===== src/rtl/wdt_pkg.sv =====
package wdt_pkg;

  localparam logic [1:0] ADDR_CTRL    = 2'd0;
  localparam logic [1:0] ADDR_REFRESH = 2'd1;
  localparam logic [1:0] ADDR_MODE    = 2'd2;
  localparam logic [1:0] ADDR_SYS     = 2'd3;

  localparam int BUS_W  = 8;
  localparam int HIGH_W = 5;

  typedef struct packed {
    logic load;
    logic runCpu;
    logic runOsc;
    logic divHi;
  } wdt_strobe_t;

endpackage


===== src/rtl/wdt_datapath.sv =====
module wdt_datapath
  import wdt_pkg::*;
#(
  parameter int CNT_W  = 15,
  parameter int DIV_LO = 16,
  parameter int DIV_HI = 128
) (
  input  logic             clk,
  input  logic             rstN,
  input  wdt_strobe_t      strobe,
  input  logic             cpuTick,
  input  logic             oscTick,
  output logic [CNT_W-1:0] cntVal,
  output logic             underflow
);

  localparam int PRE_W = (DIV_HI > 2) ? $clog2(DIV_HI) : 1;
  localparam logic [PRE_W-1:0] LIM_LO = PRE_W'(DIV_LO - 1);
  localparam logic [PRE_W-1:0] LIM_HI = PRE_W'(DIV_HI - 1);
  localparam logic [CNT_W-1:0] RELOAD = {CNT_W{1'b1}};

  logic [PRE_W-1:0] preCnt;
  logic             preWrap;
  logic             cpuAdv;
  logic             decTick;
  logic             atZero;

  assign preWrap   = preCnt >= (strobe.divHi ? LIM_HI : LIM_LO);
  assign cpuAdv    = strobe.runCpu && cpuTick;
  assign decTick   = (cpuAdv && preWrap) || (strobe.runOsc && oscTick);
  assign atZero    = (cntVal == '0);
  assign underflow = !strobe.load && decTick && atZero;

  always_ff @(posedge clk or negedge rstN) begin
    if (!rstN) begin
      preCnt <= '0;
    end else if (strobe.load) begin
      preCnt <= '0;
    end else if (cpuAdv) begin
      preCnt <= preWrap ? '0 : preCnt + 1'b1;
    end
  end

  always_ff @(posedge clk or negedge rstN) begin
    if (!rstN) begin
      cntVal <= RELOAD;
    end else if (strobe.load) begin
      cntVal <= RELOAD;
    end else if (decTick) begin
      cntVal <= atZero ? RELOAD : cntVal - 1'b1;
    end
  end

endmodule


===== src/rtl/wdt_ctrl.sv =====
module wdt_ctrl
  import wdt_pkg::*;
#(
  parameter int CNT_W = 15
) (
  input  logic             clk,
  input  logic             rstN,
  input  logic             busWr,
  input  logic [1:0]       busAddr,
  input  logic [BUS_W-1:0] busWrData,
  input  logic             waitHold,
  input  logic             underflow,
  input  logic [CNT_W-1:0] cntVal,
  output wdt_strobe_t      strobe,
  output logic [BUS_W-1:0] rdData,
  output logic             irq,
  output logic             rstReq,
  output logic             stopReq,
  output logic             stopBlocked
);

  logic divHi;
  logic rstMode;
  logic oscSrc;
  logic writeEn;
  logic started;

  logic wrCtrl;
  logic wrRefresh;
  logic wrMode;
  logic wrSys;

  assign wrCtrl    = busWr && (busAddr == ADDR_CTRL);
  assign wrRefresh = busWr && (busAddr == ADDR_REFRESH);
  assign wrMode    = busWr && (busAddr == ADDR_MODE);
  assign wrSys     = busWr && (busAddr == ADDR_SYS);

  always_ff @(posedge clk or negedge rstN) begin
    if (!rstN) begin
      divHi   <= 1'b0;
      rstMode <= 1'b0;
      oscSrc  <= 1'b0;
      writeEn <= 1'b0;
      started <= 1'b0;
      irq     <= 1'b0;
      rstReq  <= 1'b0;
      stopReq <= 1'b0;
    end else begin
      irq     <= underflow && !rstMode;
      stopReq <= wrSys && busWrData[1] && !oscSrc;
      if (underflow && rstMode) rstReq <= 1'b1;
      if (wrCtrl) divHi <= busWrData[7];
      if (wrRefresh) started <= 1'b1;
      if (wrMode && writeEn) begin
        rstMode <= rstMode | busWrData[0];
        oscSrc  <= oscSrc | busWrData[1];
      end
      if (wrSys) writeEn <= busWrData[0];
    end
  end

  always_comb begin
    strobe.load   = wrRefresh;
    strobe.runCpu = started && !oscSrc && !waitHold && !rstReq;
    strobe.runOsc = started && oscSrc && !rstReq;
    strobe.divHi  = divHi;
  end

  assign stopBlocked = oscSrc;

  always_comb begin
    rdData = '0;
    unique case (busAddr)
      ADDR_CTRL:    rdData = {divHi, 2'b00, cntVal[CNT_W-1 -: HIGH_W]};
      ADDR_REFRESH: rdData = '0;
      ADDR_MODE:    rdData = {6'b0, oscSrc, rstMode};
      ADDR_SYS:     rdData = {7'b0, writeEn};
      default:      rdData = '0;
    endcase
  end

endmodule


===== src/rtl/wdt_guard.sv =====
module wdt_guard
  import wdt_pkg::*;
#(
  parameter int CNT_W  = 15,
  parameter int DIV_LO = 16,
  parameter int DIV_HI = 128
) (
  input  logic       clk,
  input  logic       rstN,
  input  logic       busWr,
  input  logic [1:0] busAddr,
  input  logic [7:0] busWrData,
  output logic [7:0] rdData,
  input  logic       cpuTick,
  input  logic       oscTick,
  input  logic       waitHold,
  output logic       irq,
  output logic       rstReq,
  output logic       stopReq,
  output logic       stopBlocked
);

  wdt_strobe_t      strobe;
  logic [CNT_W-1:0] cntVal;
  logic             underflow;

  wdt_ctrl #(.CNT_W(CNT_W)) ctrl_i (
    .clk(clk), .rstN(rstN), .busWr(busWr), .busAddr(busAddr),
    .busWrData(busWrData), .waitHold(waitHold), .underflow(underflow),
    .cntVal(cntVal), .strobe(strobe), .rdData(rdData), .irq(irq),
    .rstReq(rstReq), .stopReq(stopReq), .stopBlocked(stopBlocked)
  );

  wdt_datapath #(.CNT_W(CNT_W), .DIV_LO(DIV_LO), .DIV_HI(DIV_HI)) data_i (
    .clk(clk), .rstN(rstN), .strobe(strobe), .cpuTick(cpuTick),
    .oscTick(oscTick), .cntVal(cntVal), .underflow(underflow)
  );

endmodule


===== config.mk =====
export PLATFORM = sky130hd
export DESIGN_NAME = wdt_guard
export DESIGN_NICKNAME = d
export VERILOG_FILES = /design/src/rtl/wdt_pkg.sv /design/src/rtl/wdt_datapath.sv /design/src/rtl/wdt_ctrl.sv /design/src/rtl/wdt_guard.sv
export SDC_FILE = /design/constraint.sdc
export NUM_CORES = 1
export LEC_CHECK = 0
export BUFFER_PORTS_ARGS = -buffer_cell sky130_fd_sc_hd__buf_2
export CAP_MARGIN = 20
export CORE_UTILIZATION = 51
export DETAILED_ROUTE_END_ITERATION = 6
export PLACE_DENSITY_LB_ADDON = 0.05
export SLEW_MARGIN = 20
export SYNTH_ARGS = -nofsm -noshare
export SYNTH_HDL_FRONTEND = slang
export SYNTH_SLANG_ARGS = --single-unit

===== constraint.sdc =====
create_clock -name clk -period 2 [get_ports clk]
set_input_delay 0.1 -clock clk [delete_from_list [all_inputs] [get_ports clk]]
set_output_delay 0.1 -clock clk [all_outputs]
set_load 0.05 [all_outputs]

; ---- Word-level counts from Yosys, hierarchy flattened
; Cells that the tools add are included.
[classes]
addsub = 2
magnitude_cmp = 1
eq_ne = 3
n_mux = 8
n_bitwise = 2
reduce_logical = 29
[ops]
columns = operator, n
row1 = 2-to-1 mux 15 bit, 3
row2 = one-hot mux 8 bit (4 select lines), 1
row3 = 2-to-1 mux 7 bit, 4
row4 = logical AND 1 bit, 19
row5 = zero test 15 bit, 1
row6 = "subtractor 15 x 1 -> 15 bit, second input constant", 1
row7 = "adder 7 x 1 -> 7 bit, second input constant", 1
row8 = >= comparator 7 bit, 1
row9 = zero test 1 bit, 5
row10 = "== test 2 bit, second input constant", 2
row11 = nonzero test 2 bit, 2
row12 = "== test 2 x 1 -> 1 bit, second input constant", 1
row13 = zero test 2 bit, 1
row14 = bitwise OR 1 bit, 2
row15 = logical OR 1 bit, 1
[totals]
register_bits = 30
inputBits = 16
out_inout_bits = 12

; ---- Depth between registers and ports, before layout
[logic_depth]
ltp_word = 10
ltp_mapped = 8
mapped_depth_nobuf = 7

; ---- Hierarchy
; From an unflattened synthesis, not the netlist that was laid out.
[unflattened]
cells_unflattened = 187
hier_area_um2 = 1831.8
[modules_own_cells]
columns = mod, n_inst, cells_per_inst, area_each_um2
row1 = wdt_datapath, 1, 147, 1387.6
row2 = wdt_ctrl, 1, 40, 444.2

; ---- Worst setup path after synthesis
; No wires, ideal clock.
[synth_timing]
path_type = register to register
start = register data_i.cntVal[0]
end = register data_i.cntVal[6]
setup_time_ns = 0.060
arrival_ns = 1.869
setup_slack_ns = 0.071
stages_incl_launch_ff = 9
cell_sequence = dfstp_2 -> inv_1 -> ha_1 -> or4b_1 -> buf_2 -> nor4_4 -> or2_4 -> a2bb2oi_2 -> o22a_1
[synth_via]
elab_chain_cells = 4
elab_cells_between_ends = 5
[synth_rtl]
columns = element, line
row1 = "start, declared", wdt_datapath.sv:13  ; output logic [CNT_W-1:0] cntVal,
row2 = "start signal, assigned", wdt_datapath.sv:50  ; cntVal <= atZero ? RELOAD : cntVal - 1'b1;
row3 = subtractor 15 x 1 -> 15 bit or zero test 15 bit (tied branches), "wdt_datapath.sv:50, wdt_datapath.sv:31"
row4 = 2-to-1 mux 15 bit *, wdt_datapath.sv:50
row5 = 2-to-1 mux 15 bit *, wdt_datapath.sv:49  ; end else if (decTick) begin
row6 = 2-to-1 mux 15 bit *, wdt_datapath.sv:47  ; end else if (strobe.load) begin
; Every way passes the cells marked *; elsewhere a longest branch is shown, timed or not. The select of a mux whose other input is x is not followed.
; A chain may end at the register's enable or synchronous reset.

; ---- Worst setup path in the final report
[layout_timing]
start = register data_i.cntVal[1]
end = register data_i.cntVal[11]
; The elaborated chain is that of the path after synthesis.

==> results.toml <==
[status]
outcome = "finished clean"

[synthesis]
yosysMostFrequentCell = "nand2_1"
synth_compound_area_frac = 0.203
ys_seq_area_frac = 0.420
synth-edff-count = 0
synthMuxAreaShare = 0.0342
netlist_area_um2 = 1830
netlist.area_leader.share = 0.215
synth_top_family_by_area = "simple AND/OR/NAND/NOR gates"
synth_ff_type = "dfstp_2"
synth_area_leaders = "dfstp_2 22%, dfrtp_1 20%, o22a_1 3.8%"
synth-seq-cells = 30
synth_cell_types = 50
synthXorXnorAreaFrac = 0.0143
synthArstFlopShare = 1.00
syn_inst = 197
synth_commonest_cells = "18 x nand2_1, 16 x nor2_1, 15 x dfrtp_1, 15 x dfstp_2, 12 x nand3_1"
yosys.area.top_type = "dfstp_2"
avgSynthCellArea_um2 = 9.30
ys_warn_count = 0
synthSimpleGateAreaFrac = 0.253
synth_adder_area_share = 0.0342

[sta]
drv_slew = 0
post-route-min-period_ns = 1.92
rsz0062_at_grt = "yes"
tightest_slew_ns = 0.647
period_share = 0.961
finClkSkew_ns = 0.0153
hold_ws_ns = 0.0802
final-setup-viol-count = 0
maxSlewHeadroom = 0.569
max_clock_freq_ghz = 0.520
hold_viol = 0

[clock_network]
cts_tree = "done"
cts.clk_slew.worst_paths_ns = 0.10
clkLatencyLatePin_ns = 0.34
cts_sinks = 30
cts-buffers-inserted = 5
h-tree-depth = 2
clockBufferDepth = 2
cts_root_buf = "clkbuf_4"

[setup_path]
slowest_delay_ns = 0.50
required_ns = 2.29
crit_arrival_ns = 2.22
start_kind = "flop"
crit_family = "simple AND/OR/NAND/NOR gates"
crit_path_cell_trace = "inv_2, ha_4, or4b_4, nor4_4, or2_4, a2bb2oi_2, o22a_1"
cp-end-kind = "flop"
path_max_fanout = 5
cpMaxStageDelayCell = "or4b_4"
path_buf_inv = 1
crit_type = "flop to flop"

[floorplan]
dieArea_um2 = 3840
die_height_um = 61.9
start_util = 0.540
core_area_um2 = 3390
row_count = 21
die_x_um = 61.9
io_pins = 28

[pwr]
p_per_area_nw_per_um2 = 934
p_leak_uw = 0.000953
irDropWorstVdd_mv = 0.586

[global_route]
antenna_found_initial = 0
grt.overflow.total = 0
grt_use_total = 0.239
grt_pass1_wl_um = 6510
grt_pass1_vias = 1449
grt_max_degree = 31

[finish]
final_cell_area_um2 = 2230
antenna_cells = 0
final_util = 0.658
final_layout_size_suffix_gt1_frac = 0.335
area_growth_pct = 21.8
final_nets = 257

[detailed_routing]
finalWirelength_um = 4280
dr.pass1.iters = 4
wl_per_cell_um = 15.2
drc = 0
ant_nets = 0
vias_per_cell = 5.95
dr.first_iter.drc_count = 91
vias = 1678

[placement]
place_congestion = 0.886
place_hpwl_um = 2960
dpl_cell_area_um2 = 2060
port_buffers = 20

[job]
maxCapViolations = 0

[worst_hold_path]
hp-class = "input pin to flop"
## cell type report
type,count,area (um^2)
sequential,30,769
inverter,7,26.3
clock buffer,7,45.0
timing repair buffer,40,260
fill,277,1160
tap,46,57.6
multi-input combinational,152,1070
## cell usage in the layout (no fill, tap or decap), drive strengths merged, types with 3 or more instances in the layout
cell	netlist	final
buf	6	36
nand2	18	18
inv	7	7
ha	5	5
nor4	6	6
o22a	8	8
a31oi	3	3
nand3	12	12
nor2	16	16
dfrtp	15	15
or3	5	5
o21ai	9	9
nand2b	3	3
a22oi	3	3
a21oi	11	11
dlygate4sd3	0	4
dfstp	15	15
mux2i	4	4
clkbuf	3	7
and2	4	4
nor3	10	10
a2bb2oi	6	6
## per-layer routing
layer	GRT usage	vias to the layer above	wire length, um
met1	0.307	814	1910
met5	0	-	0
met4	0.0984	0	43
met2	0.387	61	2100
li1	-	799	-
met3	0.0559	4	229
## power breakdown
part / switching (uW) / internal, uW / leakage (uW)
registers: 190 / 844 / 0.000348
logic: 405 / 314 / 0.000579
clock network: 199 / 132 / 0.0000254
total: 794 / 1290 / 0.000953
## per-stage QoR
stage | instances | total power, uW | setup WS [ns] | TNS, ns
global route | 282 | 2220 | -0.0761 | -0.116
floorplan | 198 | 1460 | 0.0711 | 0
detailed placement | 270 | 1700 | -0.104 | -0.993
finish | 282 | 2080 | 0.0782 | 0
global placement | 270 | 1650 | -0.0133 | -0.0362
CTS | 281 | 2050 | 0.0126 | 0
## registers in the layout (all words and copies together) (netlist names)
register            count
ctrl_i.stopReq          1
ctrl_i.stopBlocked      1
ctrl_i.rstMode          1
ctrl_i.rstReq           1
ctrl_i.started          1
ctrl_i.irq              1
ctrl_i.writeEn          1
ctrl_i.divHi            1
data_i.preCnt           7
data_i.cntVal          15
## tightest hold or removal path: stages
cell and delay [ns]:
buf_2 0.12, nand3_1 0.10, nor3b_1 0.06
## final timing paths
path,startpoint,to,slack (ns),cells past startpoint
worst max-delay path,data_i.cntVal[1],data_i.cntVal[11],0.08,7
max in group asynchronous,rstN,data_i.preCnt[4],1.26,2
worst max register to register,data_i.cntVal[1],data_i.cntVal[11],0.08,7
min in group asynchronous,rstN,ctrl_i.irq,0.30,2
worst min-delay path,busWr,ctrl_i.stopReq,0.08,3
worst min register to register,ctrl_i.started,ctrl_i.started,0.49,1
## timing repair
action                                 4_1_cts  5_1_grt
pin swaps                                    2        7
setup endpoints to repair                   19       16
resized for setup                            4       14
hold buffers                                 4        0
setup buffers                                0        1
endpoints found under the hold margin       18        0
## kinds of logic after synthesis
group | after synthesis
compound gates | 50
xor+xnor | 3
fa+ha+maj | 5
buf+inv | 16
flops | 30
mux | 6
other cells | 1
simple gates | 86
(Power assumes the default switching activity.)
